## src/rtl/rfl_pkg.sv

```systemverilog
package rfl_pkg;
    typedef enum logic [2:0] {
        RF_IDLE,
        RF_ISSUE,
        RF_WAIT_REQ,
        RF_BACKFILL,
        RF_COMMIT
    } rf_state_t;
endpackage

```

## src/rtl/rfl_order.sv

```systemverilog
// Maps the beat count onto a word offset, for sequential or wrapped order.
module rfl_order #(
    parameter int OFF_W = 2
) (
    input  logic [OFF_W-1:0] req_word,
    input  logic             wrap,
    input  logic [OFF_W-1:0] beat_cnt,
    output logic [OFF_W-1:0] first,
    output logic [OFF_W-1:0] widx
);
    always_comb begin
        first = wrap ? req_word : '0;
        widx  = first + beat_cnt;   // wraps naturally at the line length
    end
endmodule

```

## src/rtl/rfl_track.sv

```systemverilog
// Holds the captured miss, the beat counter and the per-word written mask.
module rfl_track #(
    parameter int LINE_WORDS = 4,
    parameter int LINE_AW    = 12,
    parameter int OFF_W      = 2
) (
    input  logic                  clk,
    input  logic                  rst_n,
    input  logic                  start,
    input  logic [LINE_AW-1:0]    start_line,
    input  logic [OFF_W-1:0]      start_word,
    input  logic                  start_wrap,
    input  logic                  beat,
    output logic [LINE_AW-1:0]    cur_line,
    output logic [OFF_W-1:0]      first,
    output logic [OFF_W-1:0]      widx,
    output logic [LINE_WORDS-1:0] written,
    output logic                  req_hit,
    output logic                  last_beat
);
    localparam logic [OFF_W-1:0] LAST_CNT = OFF_W'(LINE_WORDS - 1);

    logic [LINE_AW-1:0] line_q;
    logic [OFF_W-1:0]   req_q;
    logic               wrap_q;
    logic [OFF_W-1:0]   cnt_q;

    always_ff @(posedge clk) begin
        if (!rst_n) begin
            line_q <= '0;
            req_q  <= '0;
            wrap_q <= 1'b0;
            cnt_q  <= '0;
        end else if (start) begin
            line_q <= start_line;
            req_q  <= start_word;
            wrap_q <= start_wrap;
            cnt_q  <= '0;
        end else if (beat) begin
            cnt_q  <= cnt_q + 1'b1;
        end
    end

    rfl_order #(.OFF_W(OFF_W)) u_order (
        .req_word (req_q),
        .wrap     (wrap_q),
        .beat_cnt (cnt_q),
        .first    (first),
        .widx     (widx)
    );

    for (genvar i = 0; i < LINE_WORDS; i++) begin : g_mask
        always_ff @(posedge clk) begin
            if (!rst_n || start)
                written[i] <= 1'b0;
            else if (beat && widx == OFF_W'(i))
                written[i] <= 1'b1;
        end
    end

    assign cur_line  = line_q;
    assign req_hit   = beat && (widx == req_q);
    assign last_beat = beat && (cnt_q == LAST_CNT);
endmodule

```

## src/rtl/rfl_guard.sv

```systemverilog
// Decides whether a processor access during a refill must wait.
module rfl_guard #(
    parameter int LINE_WORDS = 4,
    parameter int LINE_AW    = 12,
    parameter int OFF_W      = 2
) (
    input  logic                  busy,
    input  logic                  acc_valid,
    input  logic [LINE_AW-1:0]    acc_line,
    input  logic [OFF_W-1:0]      acc_word,
    input  logic [LINE_AW-1:0]    cur_line,
    input  logic [LINE_WORDS-1:0] written,
    output logic                  hold
);
    logic other_line;
    logic word_ready;

    always_comb begin
        other_line = (acc_line != cur_line);
        word_ready = written[acc_word];
        hold       = busy && acc_valid && (other_line || !word_ready);
    end
endmodule

```

## src/rtl/line_refill_ctrl.sv

```systemverilog
module line_refill_ctrl #(
    parameter int LINE_WORDS = 4,
    parameter int WORD_W     = 32,
    parameter int LINE_AW    = 12,
    localparam int OFF_W     = $clog2(LINE_WORDS)
) (
    input  logic               clk,
    input  logic               rst_n,
    input  logic               miss_valid,
    input  logic [LINE_AW-1:0] miss_line,
    input  logic [OFF_W-1:0]   miss_word,
    input  logic               wrap_mode,
    output logic               mem_req,
    output logic [LINE_AW-1:0] mem_line,
    output logic [OFF_W-1:0]   mem_first,
    input  logic               mem_beat_valid,
    input  logic [WORD_W-1:0]  mem_beat_data,
    output logic               line_we,
    output logic [LINE_AW-1:0] line_wline,
    output logic [OFF_W-1:0]   line_widx,
    output logic [WORD_W-1:0]  line_wdata,
    output logic               line_valid_set,
    output logic               stall,
    output logic               busy,
    input  logic               acc_valid,
    input  logic [LINE_AW-1:0] acc_line,
    input  logic [OFF_W-1:0]   acc_word,
    output logic               acc_hold
);
    import rfl_pkg::*;

    rf_state_t state_q, state_d;

    logic                  accept;
    logic                  filling;
    logic                  beat;
    logic [LINE_AW-1:0]    cur_line;
    logic [OFF_W-1:0]      first;
    logic [OFF_W-1:0]      widx;
    logic [LINE_WORDS-1:0] written;
    logic                  req_hit;
    logic                  last_beat;

    assign accept  = (state_q == RF_IDLE) && miss_valid;
    assign filling = (state_q == RF_WAIT_REQ) || (state_q == RF_BACKFILL);
    assign beat    = filling && mem_beat_valid;

    rfl_track #(
        .LINE_WORDS (LINE_WORDS),
        .LINE_AW    (LINE_AW),
        .OFF_W      (OFF_W)
    ) u_track (
        .clk        (clk),
        .rst_n      (rst_n),
        .start      (accept),
        .start_line (miss_line),
        .start_word (miss_word),
        .start_wrap (wrap_mode),
        .beat       (beat),
        .cur_line   (cur_line),
        .first      (first),
        .widx       (widx),
        .written    (written),
        .req_hit    (req_hit),
        .last_beat  (last_beat)
    );

    rfl_guard #(
        .LINE_WORDS (LINE_WORDS),
        .LINE_AW    (LINE_AW),
        .OFF_W      (OFF_W)
    ) u_guard (
        .busy      (busy),
        .acc_valid (acc_valid),
        .acc_line  (acc_line),
        .acc_word  (acc_word),
        .cur_line  (cur_line),
        .written   (written),
        .hold      (acc_hold)
    );

    // State register
    always_ff @(posedge clk) begin
        if (!rst_n)
            state_q <= RF_IDLE;
        else
            state_q <= state_d;
    end

    // Next state
    always_comb begin
        state_d = state_q;
        unique case (state_q)
            RF_IDLE:     if (miss_valid) state_d = RF_ISSUE;
            RF_ISSUE:    state_d = RF_WAIT_REQ;
            RF_WAIT_REQ: begin
                if (last_beat)    state_d = RF_COMMIT;
                else if (req_hit) state_d = RF_BACKFILL;
            end
            RF_BACKFILL: if (last_beat) state_d = RF_COMMIT;
            RF_COMMIT:   state_d = RF_IDLE;
            default:     state_d = RF_IDLE;
        endcase
    end

    // Outputs
    always_comb begin
        mem_req        = 1'b0;
        stall          = 1'b0;
        busy           = 1'b1;
        line_valid_set = 1'b0;
        unique case (state_q)
            RF_IDLE:     busy = 1'b0;
            RF_ISSUE:    begin mem_req = 1'b1; stall = 1'b1; end
            RF_WAIT_REQ: stall = 1'b1;
            RF_BACKFILL: ;
            RF_COMMIT:   line_valid_set = 1'b1;
            default:     busy = 1'b0;
        endcase
        mem_line   = cur_line;
        mem_first  = first;
        line_we    = beat;
        line_wline = cur_line;
        line_widx  = widx;
        line_wdata = mem_beat_data;
    end
endmodule

```

## config.mk

```make
export PLATFORM = sky130hd
export DESIGN_NAME = line_refill_ctrl
export DESIGN_NICKNAME = d
export VERILOG_FILES = /design/src/rtl/rfl_pkg.sv /design/src/rtl/rfl_order.sv /design/src/rtl/rfl_track.sv /design/src/rtl/rfl_guard.sv /design/src/rtl/line_refill_ctrl.sv
export SDC_FILE = /design/constraint.sdc
export NUM_CORES = 1
export LEC_CHECK = 0
export CAP_MARGIN = 40
export CORE_UTILIZATION = 29
export DETAILED_ROUTE_END_ITERATION = 8
export MAX_ROUTING_LAYER = met4
export PLACE_DENSITY = 0.84
export RECOVER_POWER = 50
export SYNTH_ARGS = -nofsm -noshare
export SYNTH_HDL_FRONTEND = slang
export SYNTH_HIERARCHICAL = 1
export SYNTH_SLANG_ARGS = --single-unit
```

## constraint.sdc

```tcl
create_clock -name clk -period 1.5 [get_ports clk]
set_input_delay 0.225 -clock clk [delete_from_list [all_inputs] [get_ports clk]]
set_output_delay 0.225 -clock clk [all_outputs]
set_load 0.02 [all_outputs]
```

# --- After elaboration in Yosys (flattened, before gate mapping) ---
# Index checks and enable logic that the tools add are counted.
classes:
  add_sub_neg: 2
  order_cmp: 1
  eq_ne: 13
  mux: 12
  n_bitwise: 1
  reduce_logical: 21
op_table:
  columns: ["cell", "count"]
  rows:
  - ["$mux 3", 4]
  - ["$ne 12x12->1", 1]
  - ["$pmux 3 s4", 1]
  - ["$logic_and 1x1->1", 10]
  - ["$eq 2x2->1 const B", 3]
  - ["$eq 3x2->1 const B", 2]
  - ["$mux 1", 5]
  - ["$ne 2x2->1 const B", 2]
  - ["$reduce_or 2->1", 2]
  - ["$reduce_or 4->1", 1]
  - ["$eq 3x1->1 const B", 1]
  - ["$eq 3x3->1 const B", 1]
  - ["$logic_not 3->1", 1]
  - ["$logic_or 1x1->1", 3]
  - ["$lt 2x3->1 const B", 1]
  - ["$ne 3x3->1 const B", 1]
  - ["$reduce_and 3->1", 1]
  - ["$add 2x1->2 const B", 1]
  - ["$add 2x2->2", 1]
  - ["$bmux 1 s2", 1]
  - ["$eq 2x1->1 const B", 1]
  - ["$eq 2x2->1", 1]
  - ["$logic_not 1->1", 2]
  - ["$logic_not 2->1", 1]
  - ["other kinds (2)", 2]
totals:
  ff_bits: 24
  out_inout_bits: 66

# --- Logic depth before layout (Yosys ltp) ---
logic_depth:
  depth_word: 7
  mapped_depth: 8
  mapped_depth_nobuf: 8

# --- Cells and area by module ---
# Netlist, hierarchy kept.
modules_own_cells:
  columns: ["module", "n_inst", "cells_per_inst", "area_per_inst_um2", "seq_area_each_um2"]
  rows:
  - ["rfl_track", 1, 76, 847.1, 420.4]
  - ["line_refill_ctrl", 1, 64, 484.2, 60.1]
  - ["rfl_guard", 1, 18, 158.9, 0.0]
  - ["rfl_order", 1, 5, 45.0, 0.0]

# --- Least setup slack after synthesis ---
# OpenSTA, ideal clock, no wires.
synth_timing:
  path_type: "flip-flop to flip-flop"
  startpoint: "register u_track.req_q[0]"
  endpoint: "register state_q[0]"
  arrival_time_ps: 2011
  required_ps: 1380
  path_slack_ps: -631
  path_stages_with_launch: 9
  path_buffers: 0
  path_cell_list: "dfxtp_1 and2_1 ha_1 xnor2_1 xnor2_1 xnor2_1 and3_2 o211ai_1 a21oi_1"
synth_between:
  elab_chain_cells: 6
synth_lines:
  columns: ["item", "line_no", "source"]
  rows:
  - ["start: declaration", "rfl_track.sv:24", "logic [OFF_W-1:0] req_q;"]
  - ["start signal: assignment", "rfl_track.sv:36", "req_q <= start_word;"]
  - ["$mux 2", "rfl_order.sv:12", "first = wrap ? req_word : '0;"]
  - ["net mem_first[0]", "line_refill_ctrl.sv:15", "output logic [OFF_W-1:0] mem_first,"]
  - ["$add 2x2->2", "rfl_order.sv:13", "widx = first + beat_cnt;"]
  - ["net line_widx[1]", "line_refill_ctrl.sv:20", "output logic [OFF_W-1:0] line_widx,"]
  - ["$eq 2x2->1", "rfl_track.sv:62", "assign req_hit = beat && (widx == req_q);"]
  - ["$logic_and 1x1->1", "rfl_track.sv:62", null]
  - ["net req_hit", "line_refill_ctrl.sv:41", "logic req_hit;"]
  - ["$ne 3x3->1 (no source line)", null, null]
  - ["$reduce_and 3->1 (no source line)", null, null]
  - ["end signal: assignment", "line_refill_ctrl.sv:87", "state_q <= state_d;"]
  - ["end: declaration", "line_refill_ctrl.sv:32", "rf_state_t state_q, state_d;"]
# The timed path passes the listed nets, and every way through them passes these cells.
# A chain may end at the register's enable or synchronous reset.

# --- Final worst setup path ---
layout_timing:
  startpoint: "input port acc_word[0]"
  endpoint: "output port acc_hold"
layout_between:
  elab_chain_cells: 5
layout_lines:
  columns: ["item", "line_no", "source"]
  rows:
  - ["start: declaration", "line_refill_ctrl.sv:27", "input logic [OFF_W-1:0] acc_word,"]
  - ["$bmux 1 s2", "rfl_guard.sv:20", "word_ready = written[acc_word];"]
  - ["$mux 1 (implied by the code)", "rfl_guard.sv:20", null]
  - ["$logic_not 1->1", "rfl_guard.sv:21", "hold = busy && acc_valid && (other_line || !word_ready);"]
  - ["$logic_or 1x1->1", "rfl_guard.sv:21", null]
  - ["$logic_and 1x1->1", "rfl_guard.sv:21", null]
  - ["end: declaration", "line_refill_ctrl.sv:28", "output logic acc_hold"]
# No other way between the ends. The select of a mux whose other input is x is not followed.

==> results.py <==
metrics = {
    "synth": {
        "syn_avg_cell_area_sq_um": 9.42,
        "synth_cell_types": 30,
        "synth_area_leaders": "dfxtp_1, buf_4, mux2i_1, xor2_1, nor2b_1",
        "ys_ff_latch": 24,
        "synth-edff-count": 0,
        "async_flop_share_pct": 0,
        "synth.net_count": 231,
        "post-synth-top-count-cell": "buf_4",
        "synth_top_area_cell": "dfxtp_1",
        "syn-cell-area_sq_um": 1540,
        "yosys-top-cells-count": "buf_4, dfxtp_1, mux2i_1, nor2b_1, xor2_1",
        "yosysSeqAreaShare_pct": 31.3,
        "synth_warnings": 6,
        "syn_inst": 163,
        "synth_top_cell_area_share_pct": 31.3,
        "ys.flop_type": "dfxtp_1",
    },
    "critical_path": {
        "crit_slowest_cell": "mux4_2",
        "cp-start-kind": "primary input",
        "cp_data_arrival_time_ns": 1.62,
        "endpoint_kind": "output port",
        "critical_path_class": "primary input to output port",
        "cp.required_ns": 1.27,
        "worst_path_largest_cell_delay_ns": 0.50,
        "cp_cell_sequence": "clkdlybuf4s50_1, mux4_2, nand4_1, and3_4, buf_6",
        "critical_path.max_fanout": 1,
    },
    "cts": {
        "clock_sinks": 24,
        "cts_made_buffers": 3,
        "root_buffer": "clkbuf_8",
        "clk_latency_ns": 0.27,
        "cts_tree": "done",
        "clock_path_buffers": 2,
        "h-tree-depth": 1,
        "cts-hold-fix-buffers": 0,
    },
    "placement": {
        "dpl.cell_count": 287,
        "place_area_sq_um": 2260,
        "port-buffer-count": 67,
        "place_ws_ns": -0.867,
        "globalplace.congestion": 0.744,
        "detailed_place_hpwl_um": 2840,
    },
    "min_path": {
        "hold_path_class": "primary input to output port",
    },
    "finish": {
        "fin_nets": 292,
        "layout.cells.non_filler": 292,
        "drive_gt1_share_pct": 30.6,
        "n_antenna_cell": 0,
        "stdcell_area_sq_um": 2320,
        "syn_to_final_growth_pct": 50.9,
        "n_fill_cell": 522,
    },
    "detailed_routing": {
        "finalWirelength_um": 3440,
        "drt_iter0_markers": 32,
        "ant_nets": 0,
        "dr.pass1.iters": 4,
        "wl_per_cell_um": 11.8,
        "num_vias": 1227,
        "vias_per_cell": 4.20,
        "drc": 0,
    },
    "run_status": {
        "run_status": "complete, but fails checks",
        "failed_checks": "setup timing",
    },
    "sta": {
        "worstMarginPinSlew_ns": 0.305,
        "setup_tns_ns": -0.840,
        "setup_violations": 5,
        "timing.final.crit_share_pct": 123,
        "slew_viol_final": 0,
        "worst_slack_ns": -0.341,
        "post-route-min-period_ns": 1.84,
        "skew_ns": 0.00210,
        "clock.fmax_mhz": 543,
        "hold_viol": 0,
        "max-slew-margin-rel_pct": 79.5,
        "rsz0062_at_grt": "yes",
    },
    "pwr": {
        "powerDensity_nw_per_um2": 712,
        "total_leakage_power_nw": 1.09,
        "power_mw": 1.65,
        "irDropWorstVdd_mv": 0.416,
    },
    "floorplanning": {
        "start_util_pct": 30.1,
        "core_sq_um": 5110,
        "die_height_um": 74.8,
        "die_area_sq_um": 5590,
        "die_w_um": 74.8,
        "io_pins": 132,
        "rows": 26,
    },
    "global_routing": {
        "antenna_found_initial": 0,
        "grt_pass1_vias": 1188,
        "grt_pass1_wl_um": 5190,
        "grt_max_degree": 13,
        "grt_usage_pct": 13.0,
        "grt_overflow": 0,
    },
    "job": {
        "max_cap_violations": 0,
    },
}
-- cell usage in the layout (no fill, tap or decap), types with 4 or more instances in the layout --
cell type / n
xor2_1: 12
buf_6: 4
buf_4: 30
dfxtp_1: 21
xnor2_1: 4
nor2_1: 5
dlygate4sd2_1: 29
clkdlybuf4s50_1: 28
nor2b_1: 15
inv_1: 4
mux2i_1: 16
-- layer usage --
metal / vias up / GRT usage [%] / part of all wire (%)
li1: 604 / - / -
met5: - / - / 0
met4: 0 / 6.29 / 2.0
met1: 552 / 13.8 / 39
met2: 59 / 22.8 / 51
met3: 12 / 2.95 / 7.4
-- cells by family (layout without fill, tap and decap cells) --
family / Yosys count / count (layout) / share of synthesized area [%]
buf+inv: 52 / 111 / 24.7
simple gates: 43 / 43 / 17.2
flops: 24 / 24 / 31.3
xor+xnor: 19 / 19 / 10.8
mux: 17 / 17 / 11.9
compound gates: 6 / 6 / 2.45
fa+ha+maj: 2 / 2 / 1.63
-- final cells by class --
type / instances / area [sq um] / area share (%)
Inverter: 4 / 15.0 / 0.648
Clock buffer: 3 / 41.3 / 1.78
Timing Repair Buffer: 104 / 908 / 39.2
Sequential cell: 24 / 484 / 20.9
Multi-Input combinational cell: 87 / 779 / 33.7
Tap cell: 70 / 87.6 / 3.78
-- sequential cells by signal, indices dropped and copies added, names as in the netlist --
register,cells
u_track/written,4
u_track/cnt_q,2
u_track/req_q,2
u_track/wrap_q,1
u_track/cur_line,12
state_q,3
-- metrics by stage --
step                      utilization (%)  hold slack (ns)
final                                45.3            0.450
after CTS                            45.3            0.450
after global placement               44.3            0.429
after global routing                 45.3            0.450
after detailed placement             44.3            0.436
after floorplan                         -            0.353
-- path summary, 6_finish.rpt --
check                           depth (start not counted)                              end                            start  slack, ns
worst min register to register                          2  u_track/written[1]$_SDFFE_PP0P_  u_track/written[1]$_SDFFE_PP0P_       0.45
worst max register to register                          9          state_q[0]$_SDFFE_PN0P_      u_track/wrap_q$_SDFFE_PN0P_      -0.18
worst min-delay path                                    0                   line_wdata[15]                mem_beat_data[15]       0.45
worst max-delay path                                    5                         acc_hold                      acc_word[0]      -0.34
-- what timing repair did --
action / 4_1_cts / 5_1_grt
gates resized for setup: 66 / 12
endpoints found under the setup margin: 36 / 11
buffers inserted: 2 / 1
pin swaps: 11 / 4
-- report_power, final --
group | switching [mW] | total, mW | internal (mW)
Clock | 0.209 | 0.389 | 0.180
Combinational | 0.251 | 0.563 | 0.312
Sequential | 0.0233 | 0.698 | 0.674
Total | 0.483 | 1.65 | 1.17
-- critical path, delay by kind of cell --
family | cells | cell delay [ns]
mux | 1 | 0.50
simple gates | 2 | 0.31
buf+inv | 2 | 0.59
No activity file was read; power rests on OpenSTA's default activity.
